<file path="config.mk">
export PLATFORM = sky130hd
export DESIGN_NAME = pkt_steer_node
export DESIGN_NICKNAME = d
export VERILOG_FILES = /design/src/rtl/psn_pkg.sv /design/src/rtl/psn_fifo.sv /design/src/rtl/psn_slot.sv /design/src/rtl/psn_medium.sv /design/src/rtl/psn_line.sv /design/src/rtl/pkt_steer_node.sv
export SDC_FILE = /design/constraint.sdc
export NUM_CORES = 1
export LEC_CHECK = 0
export BUFFER_PORTS_ARGS = -buffer_cell sky130_fd_sc_hd__buf_4
export CELL_PAD_IN_SITES_DETAIL_PLACEMENT = 2
export CELL_PAD_IN_SITES_GLOBAL_PLACEMENT = 2
export CORE_MARGIN = 2
export CORE_UTILIZATION = 46
export CTS_CLUSTER_SIZE = 10
export DETAILED_ROUTE_END_ITERATION = 10
export PLACE_DENSITY_LB_ADDON = 0.1
export SKIP_LAST_GASP = 1
export SLEW_MARGIN = 20
export SYNTH_ARGS = -nofsm -noshare
export SYNTH_HDL_FRONTEND = slang
export SYNTH_SLANG_ARGS = --single-unit
</file>
<file path="constraint.sdc">
create_clock -name clk -period 9.4 [get_ports clk]
set_clock_uncertainty 0.1 [all_clocks]
set_input_delay 0.94 -clock clk [delete_from_list [all_inputs] [get_ports clk]]
set_output_delay 0.94 -clock clk [all_outputs]
set_load 0.02 [all_outputs]
</file>
<file path="src/rtl/psn_pkg.sv">
package psn_pkg;

    localparam int LEN_W = 4;
    localparam int TAG_W = 8;
    localparam int DUR_W = 16;
    localparam int PKT_W = 1 + LEN_W + TAG_W;

    typedef struct packed {
        logic             raw;
        logic [LEN_W-1:0] len;
        logic [TAG_W-1:0] tag;
    } pkt_t;

    typedef enum logic [1:0] {
        MV_NONE   = 2'd0,
        MV_RESULT = 2'd1,
        MV_FWD    = 2'd2,
        MV_DISP   = 2'd3
    } mv_e;

    // Cycles a resource stays occupied for a packet of the given length.
    function automatic logic [DUR_W-1:0] xfer_cycles(input logic [LEN_W-1:0] len,
                                                    input int unsigned per_unit);
        int unsigned units;
        units = (len == '0) ? 32'd1 : 32'(len);
        return DUR_W'(units * per_unit);
    endfunction

endpackage

</file>
<file path="src/rtl/psn_fifo.sv">
module psn_fifo #(
    parameter int DEPTH = 10,
    parameter int W     = 8
) (
    input  logic                       clk,
    input  logic                       rst,
    input  logic                       wr_en,
    input  logic [W-1:0]               wr_data,
    input  logic                       rd_en,
    output logic [W-1:0]               rd_data,
    output logic                       full,
    output logic                       empty,
    output logic [$clog2(DEPTH+1)-1:0] level
);
    localparam int AW = (DEPTH > 1) ? $clog2(DEPTH) : 1;
    localparam int LW = $clog2(DEPTH + 1);
    localparam logic [AW-1:0] LAST = AW'(DEPTH - 1);

    logic [W-1:0]  mem [DEPTH];
    logic [AW-1:0] wr_ptr, rd_ptr;
    logic          do_wr, do_rd;

    function automatic logic [AW-1:0] bump(input logic [AW-1:0] p);
        return (p == LAST) ? '0 : p + AW'(1);
    endfunction

    assign full    = (level == LW'(DEPTH));
    assign empty   = (level == '0);
    assign do_wr   = wr_en && !full;
    assign do_rd   = rd_en && !empty;
    assign rd_data = mem[rd_ptr];

    always_ff @(posedge clk) begin
        if (do_wr) begin
            mem[wr_ptr] <= wr_data;
        end
    end

    always_ff @(posedge clk) begin
        if (rst) begin
            wr_ptr <= '0;
            rd_ptr <= '0;
            level  <= '0;
        end else begin
            if (do_wr) wr_ptr <= bump(wr_ptr);
            if (do_rd) rd_ptr <= bump(rd_ptr);
            case ({do_wr, do_rd})
                2'b10:   level <= level + LW'(1);
                2'b01:   level <= level - LW'(1);
                default: level <= level;
            endcase
        end
    end
endmodule

</file>
<file path="src/rtl/psn_slot.sv">
module psn_slot #(
    parameter int W = 8
) (
    input  logic         clk,
    input  logic         rst,
    input  logic         in_valid,
    input  logic [W-1:0] in_data,
    output logic         in_ready,
    output logic         out_valid,
    output logic [W-1:0] out_data,
    input  logic         out_ready
);
    logic         occupied;
    logic [W-1:0] store;

    assign in_ready  = !occupied;
    assign out_valid = occupied;
    assign out_data  = store;

    always_ff @(posedge clk) begin
        if (rst) begin
            occupied <= 1'b0;
            store    <= '0;
        end else if (in_valid && !occupied) begin
            occupied <= 1'b1;
            store    <= in_data;
        end else if (out_ready && occupied) begin
            occupied <= 1'b0;
        end
    end
endmodule

</file>
<file path="src/rtl/psn_medium.sv">
module psn_medium
    import psn_pkg::*;
#(
    parameter int CREDIT_INIT = 1,
    parameter int CRED_W      = 4,
    parameter int PER_UNIT    = 1,
    parameter int CNT_W       = 16
) (
    input  logic              clk,
    input  logic              rst,
    input  logic              in_avail,
    input  pkt_t              in_head,
    output logic              in_take,
    input  logic              res_avail,
    input  pkt_t              res_head,
    output logic              res_take,
    input  logic              out_full,
    output logic              out_put,
    output pkt_t              out_pkt,
    input  logic              eng_full,
    output logic              eng_put,
    output pkt_t              eng_pkt,
    output logic              busy,
    output mv_e               kind,
    output logic [CRED_W-1:0] credit,
    output logic [CNT_W-1:0]  fwd_cnt,
    output logic [CNT_W-1:0]  disp_cnt
);
    localparam logic [CRED_W-1:0] CRED_TOP = CRED_W'(CREDIT_INIT);

    mv_e              pick;
    pkt_t             hold;
    pkt_t             chosen;
    logic [DUR_W-1:0] remain;
    logic             done;

    // Arbitration: results first, then the input head; nothing while busy.
    always_comb begin
        pick = MV_NONE;
        if (!busy) begin
            if (res_avail && !out_full) begin
                pick = MV_RESULT;
            end else if (in_avail) begin
                if (in_head.raw && (credit != '0)) begin
                    if (!eng_full) pick = MV_DISP;
                end else if (!out_full) begin
                    pick = MV_FWD;
                end
            end
        end
    end

    assign chosen   = (pick == MV_RESULT) ? res_head : in_head;
    assign in_take  = (pick == MV_FWD) || (pick == MV_DISP);
    assign res_take = (pick == MV_RESULT);
    assign done     = busy && (remain == '0);
    assign out_put  = done && ((kind == MV_RESULT) || (kind == MV_FWD));
    assign eng_put  = done && (kind == MV_DISP);
    assign out_pkt  = hold;
    assign eng_pkt  = hold;

    always_ff @(posedge clk) begin
        if (rst) begin
            busy     <= 1'b0;
            kind     <= MV_NONE;
            hold     <= '0;
            remain   <= '0;
            credit   <= CRED_TOP;
            fwd_cnt  <= '0;
            disp_cnt <= '0;
        end else if (pick != MV_NONE) begin
            busy   <= 1'b1;
            kind   <= pick;
            hold   <= chosen;
            remain <= xfer_cycles(chosen.len, PER_UNIT) - DUR_W'(1);
            if (pick == MV_DISP) begin
                credit   <= credit - CRED_W'(1);
                disp_cnt <= disp_cnt + CNT_W'(1);
            end
        end else if (done) begin
            busy <= 1'b0;
            kind <= MV_NONE;
            if ((kind == MV_RESULT) && (credit < CRED_TOP)) begin
                credit <= credit + CRED_W'(1);
            end
            if (kind == MV_FWD) begin
                fwd_cnt <= fwd_cnt + CNT_W'(1);
            end
        end else if (busy) begin
            remain <= remain - DUR_W'(1);
        end
    end
endmodule

</file>
<file path="src/rtl/psn_line.sv">
module psn_line
    import psn_pkg::*;
#(
    parameter int PER_UNIT = 10
) (
    input  logic clk,
    input  logic rst,
    input  logic avail,
    input  pkt_t head,
    output logic take,
    output logic dn_valid,
    output pkt_t dn_pkt,
    output logic busy
);
    logic [DUR_W-1:0] remain;

    assign take = avail && (remain == '0);
    assign busy = (remain != '0);

    always_ff @(posedge clk) begin
        if (rst) begin
            dn_valid <= 1'b0;
            dn_pkt   <= '0;
            remain   <= '0;
        end else begin
            dn_valid <= take;
            if (take) begin
                dn_pkt <= head;
                remain <= xfer_cycles(head.len, PER_UNIT) - DUR_W'(1);
            end else if (remain != '0) begin
                remain <= remain - DUR_W'(1);
            end
        end
    end
endmodule

</file>
<file path="src/rtl/pkt_steer_node.sv">
module pkt_steer_node
    import psn_pkg::*;
#(
    parameter int IN_DEPTH      = 10,
    parameter int OUT_DEPTH     = 10,
    parameter int CREDIT_INIT   = 1,
    parameter int CRED_W        = 4,
    parameter int MED_PER_UNIT  = 1,
    parameter int LINE_PER_UNIT = 10,
    parameter int CNT_W         = 16
) (
    input  logic              clk,
    input  logic              rst,
    input  logic              up_valid,
    input  logic              up_raw,
    input  logic [3:0]        up_len,
    input  logic [7:0]        up_tag,
    output logic              eng_tx_valid,
    input  logic              eng_tx_ready,
    output logic              eng_tx_raw,
    output logic [3:0]        eng_tx_len,
    output logic [7:0]        eng_tx_tag,
    input  logic              eng_rx_valid,
    output logic              eng_rx_ready,
    input  logic              eng_rx_raw,
    input  logic [3:0]        eng_rx_len,
    input  logic [7:0]        eng_rx_tag,
    output logic              dn_valid,
    output logic              dn_raw,
    output logic [3:0]        dn_len,
    output logic [7:0]        dn_tag,
    output logic [CRED_W-1:0] credit,
    output logic [CNT_W-1:0]  drop_cnt,
    output logic [CNT_W-1:0]  fwd_cnt,
    output logic [CNT_W-1:0]  disp_cnt
);
    localparam int IN_LW  = $clog2(IN_DEPTH + 1);
    localparam int OUT_LW = $clog2(OUT_DEPTH + 1);

    pkt_t              up_pkt, in_head, out_head, rx_pkt, res_head;
    pkt_t              out_pkt, eng_pkt, tx_pkt, line_pkt;
    logic              in_full, in_empty, in_take;
    logic              out_full, out_empty, out_put, line_take;
    logic              res_full, res_take;
    logic              eng_put, eng_slot_free;
    logic              med_busy, line_busy;
    mv_e               med_kind;
    logic [IN_LW-1:0]  in_level;
    logic [OUT_LW-1:0] out_level;

    assign up_pkt = '{raw: up_raw, len: up_len, tag: up_tag};
    assign rx_pkt = '{raw: eng_rx_raw, len: eng_rx_len, tag: eng_rx_tag};

    // Chain input queue; arrivals finding it full are discarded and counted.
    psn_fifo #(.DEPTH(IN_DEPTH), .W(PKT_W)) u_in_q (
        .clk(clk), .rst(rst),
        .wr_en(up_valid), .wr_data(up_pkt),
        .rd_en(in_take), .rd_data(in_head),
        .full(in_full), .empty(in_empty), .level(in_level)
    );

    always_ff @(posedge clk) begin
        if (rst) begin
            drop_cnt <= '0;
        end else if (up_valid && in_full) begin
            drop_cnt <= drop_cnt + CNT_W'(1);
        end
    end

    // Return buffer from the engine.
    psn_slot #(.W(PKT_W)) u_ret (
        .clk(clk), .rst(rst),
        .in_valid(eng_rx_valid), .in_data(rx_pkt), .in_ready(eng_rx_ready),
        .out_valid(res_full), .out_data(res_head), .out_ready(res_take)
    );

    // Shared local medium with credit accounting.
    psn_medium #(
        .CREDIT_INIT(CREDIT_INIT), .CRED_W(CRED_W),
        .PER_UNIT(MED_PER_UNIT), .CNT_W(CNT_W)
    ) u_med (
        .clk(clk), .rst(rst),
        .in_avail(!in_empty), .in_head(in_head), .in_take(in_take),
        .res_avail(res_full), .res_head(res_head), .res_take(res_take),
        .out_full(out_full), .out_put(out_put), .out_pkt(out_pkt),
        .eng_full(!eng_slot_free), .eng_put(eng_put), .eng_pkt(eng_pkt),
        .busy(med_busy), .kind(med_kind), .credit(credit),
        .fwd_cnt(fwd_cnt), .disp_cnt(disp_cnt)
    );

    // Buffer toward the engine.
    psn_slot #(.W(PKT_W)) u_disp (
        .clk(clk), .rst(rst),
        .in_valid(eng_put), .in_data(eng_pkt), .in_ready(eng_slot_free),
        .out_valid(eng_tx_valid), .out_data(tx_pkt), .out_ready(eng_tx_ready)
    );

    assign eng_tx_raw = tx_pkt.raw;
    assign eng_tx_len = tx_pkt.len;
    assign eng_tx_tag = tx_pkt.tag;

    // Chain output queue.
    psn_fifo #(.DEPTH(OUT_DEPTH), .W(PKT_W)) u_out_q (
        .clk(clk), .rst(rst),
        .wr_en(out_put), .wr_data(out_pkt),
        .rd_en(line_take), .rd_data(out_head),
        .full(out_full), .empty(out_empty), .level(out_level)
    );

    psn_line #(.PER_UNIT(LINE_PER_UNIT)) u_line (
        .clk(clk), .rst(rst),
        .avail(!out_empty), .head(out_head), .take(line_take),
        .dn_valid(dn_valid), .dn_pkt(line_pkt), .busy(line_busy)
    );

    assign dn_raw = line_pkt.raw;
    assign dn_len = line_pkt.len;
    assign dn_tag = line_pkt.tag;
endmodule

</file>
==> results.toml <==
[place]
place_congestion = 0.759
dp_hpwl_mm = 32.4
numPlacedInstances = 1957
port_buffers = 111

[final_layout]
nNetsFinal = 1552
fillers = 3598
layoutNonFillerInstCount = 2051
antenna_cells = 0
final_layout_size_suffix_gt1_share_pct = 18.6
regArea_um2 = 11300
multi_input_area_um2 = 6190
area_growth_pct = 16.6

[power_and_ir_drop]
power_density_nw_per_um2 = 262
power.total_mw = 5.42
ir_worst_vdd_v = 0.000172
p_leak_nw = 7.17

[cts]
cts_buffer_depth = 3
clock-sinks = 434
tritoncts = "done"
cts-root-buf = "clkbuf_16"
cts_resized = 0
post-cts-setup-buffers = 0
htreeDepth = 2
clkSlewWorstSetupHoldPaths_ns = 0.06
postCtsHoldBufs = 0
clock_latency_ns = 0.60
numCtsBuffers = 50

[floorplanning]
dieArea_um2 = 40200
start_util_pct = 46.9
die_w_um = 200
core_area_um2 = 37800
io_pins = 112
die_h_um = 200
num_rows = 71

[synth]
synth_edf_count = 260
ys_warn_count = 0
synth-async-reset-ratio_pct = 0
syn_area_per_cell_um2 = 12.9
syn_area_um2 = 17700
synth_cells = 1380
synth_area_leaders = "edfxtp_1, dfxtp_1, mux4_2, nor2_1, a21oi_1"
synth_cell_type_count = 65
synth_top_area_cell = "edfxtp_1"
syn-num-nets = 1434
synth_top_area_share_pct = 44.0
ys.flop_type = "edfxtp_1"
yosysSeqAreaShare_pct = 63.6
synth-seq-cells = 434

[routing]
ant_nets = 0
num_vias = 11700
drt_first_pass_iters = 5
routed_wl_mm = 51.1
drc = 0
viasPerCell = 5.73
first_iter_violations = 597
detail_route.wl_per_cell_um = 24.9

[grt]
grt_pass1_wl_mm = 80.0
grt_antenna_before_repair = 0
grt_pass1_vias = 13500
overflow = 0
grt_max_degree = 101
grt_util_met3_pct = 3.60
grtUsageTotal_pct = 25.8
grt_busiest_layer = "met2"
use_met2_pct = 47.2
use_met1_pct = 31.2

[timing]
fin_hold_ws_ns = 0.357
period_needed_ns = 4.75
final.period_utilization_pct = 50.5
hold_viol = 0
relSlewSlack_pct = 28.8
max_freq_mhz = 211
worst_pin_slew_ns = 1.07
slew_violations = 0
tns_ns = 0
final-setup-viol-count = 0
rsz0062_at_grt = "no"

[setup_path]
cp.buffers_inverters = 1
cp.arrival_ns = 5.11
worstPathRequired_ns = 9.76
cp_common_cell = "o21ai_0"
end_kind = "flip-flop"
critical_path_class = "reg -> reg"
worstPathMaxFanout = 34
path_delay_family = "compound AO/OA/AOI/OAI gates"
slowest_stage = "and2_1"
crit_chain = "buf_4 -> mux2_2 -> and2_1 -> a311o_1 -> a22oi_1 -> and2_1 -> o21ai_0 -> o21ai_0 -> ha_1 -> o21ai_0 -> a2111oi_0 -> o2bb2ai_1"
crit_path_start_kind = "flip-flop"
slowest_delay_ns = 0.78

[outcome]
status = "finished, final reports clean"

[worst_hold_path]
hp-class = "reg -> reg"

[flow_run]
cap_violations = 0
-- kinds of logic after synthesis --
kind of cell | Yosys count | share of synthesized area (%)
flip-flops | 434 | 63.6
XOR/XNOR | 74 | 3.65
buffers and inverters | 93 | 2.04
AO/OA/AOI/OAI | 216 | 7.49
AND/OR/NAND/NOR | 442 | 12.1
adder cells (fa/ha/maj) | 23 | 1.71
multiplexers | 98 | 9.38
-- flip-flops by register name, indices dropped and copies added (netlist names), 13 cells and up, named ones only --
signal and count:
u_in_q.mem 130, u_out_q.mem 130, drop_cnt 16, u_line.remain 16, u_med.disp_cnt 16, u_med.fwd_cnt 16
u_med.remain 16, u_disp.out_data 13, u_line.dn_pkt 13, u_med.eng_pkt 13, u_ret.out_data 13
-- cell usage in the layout, fill, tap and decap left out, types with 7 or more instances in the layout --
cell type    n
a211oi_1    49
nor2_2       8
and3_1      11
xnor2_1     27
nand2b_1    12
buf_4      132
nand4_1     13
clkbuf_1    39
or3_1       24
nor3_2       9
nor4_1       8
ha_1        21
xor2_1      47
o21ai_0     34
inv_1       26
nor2_1     132
nor3_1      29
nor2b_1     26
a21oi_1     89
clkbuf_16   51
mux4_2      54
nand2_1    112
dfxtp_1    171
nand3_1     20
mux2_2       7
edfxtp_1   260
mux2i_1     37
-- final timing paths --
kind                                                startpoint                              to  slack (ns)  cells past startpoint
worst max-delay path                                 flip-flop    u_med.remain[6]$_SDFFE_PP0P_        4.65                     12
worst max register to register                       flip-flop    u_med.remain[6]$_SDFFE_PP0P_        4.65                     12
worst min register to register  u_ret.out_data[8]$_SDFFE_PP0P_  u_ret.out_data[8]$_SDFFE_PP0P_        0.36                      2
worst min-delay path            u_ret.out_data[8]$_SDFFE_PP0P_  u_ret.out_data[8]$_SDFFE_PP0P_        0.36                      2
-- report_power, final --
group          switching [mW]  internal (mW)
clock                   0.772           1.03
sequential              0.176           2.19
combinational           0.762          0.484
-- cell type report --
class | count | share of cell area [%]
Clock inverter | 3 | 0.181
Sequential cell | 434 | 54.6
Multi-Input combinational cell | 853 | 29.9
Tap cell | 511 | 3.09
Clock buffer | 91 | 6.94
Inverter | 26 | 0.472
Timing Repair Buffer | 133 | 4.84
-- metrics by stage --
step / instance area (µm²) / setup slack [ns] / utilization (%)
3_5_place_dp: 19200 / 4.69 / 50.8
3_3_place_gp: 19200 / 4.86 / 50.8
2_1_floorplan: 17700 / 5.52 / -
5_1_grt: 20700 / 4.08 / 54.7
4_1_cts: 20700 / 4.63 / 54.7
6_report: 20700 / 4.65 / 54.7
-- tightest hold or removal path, stage by stage, from the launching register on --
cell     delay [ns]
dfxtp_1        0.30
nand2_1        0.05
a21oi_1        0.05
-- layer usage --
metal | routed length [µm] | share of wire (%) | vias to the layer above
li1 | - | - | 5338
met1 | 20800 | 41 | 6114
met2 | 27400 | 54 | 209
met3 | 1490 | 2.9 | 84
met4 | 1410 | 2.8 | 0
met5 | 0 | 0 | -
-- synth_stat cells, types with 7 or more instances --
library cell and instances:
a21oi_1 89, buf_2 9, nor2_1 139, clkbuf_1 48
nand2b_1 12, nor3_1 39, buf_1 9, dfxtp_1 174
nand4_1 13, nor3b_1 7, mux2_2 7, and3_1 11
o21ai_0 34, or3_1 24, a211oi_1 49, xor2_1 47
edfxtp_1 260, mux2i_1 37, nand3_1 20, nand2_1 112
nor4_1 9, inv_1 26, nor2b_1 26, mux4_2 54
xnor2_1 27, ha_1 21
Note: power is estimated with default switching activity, not from simulation.
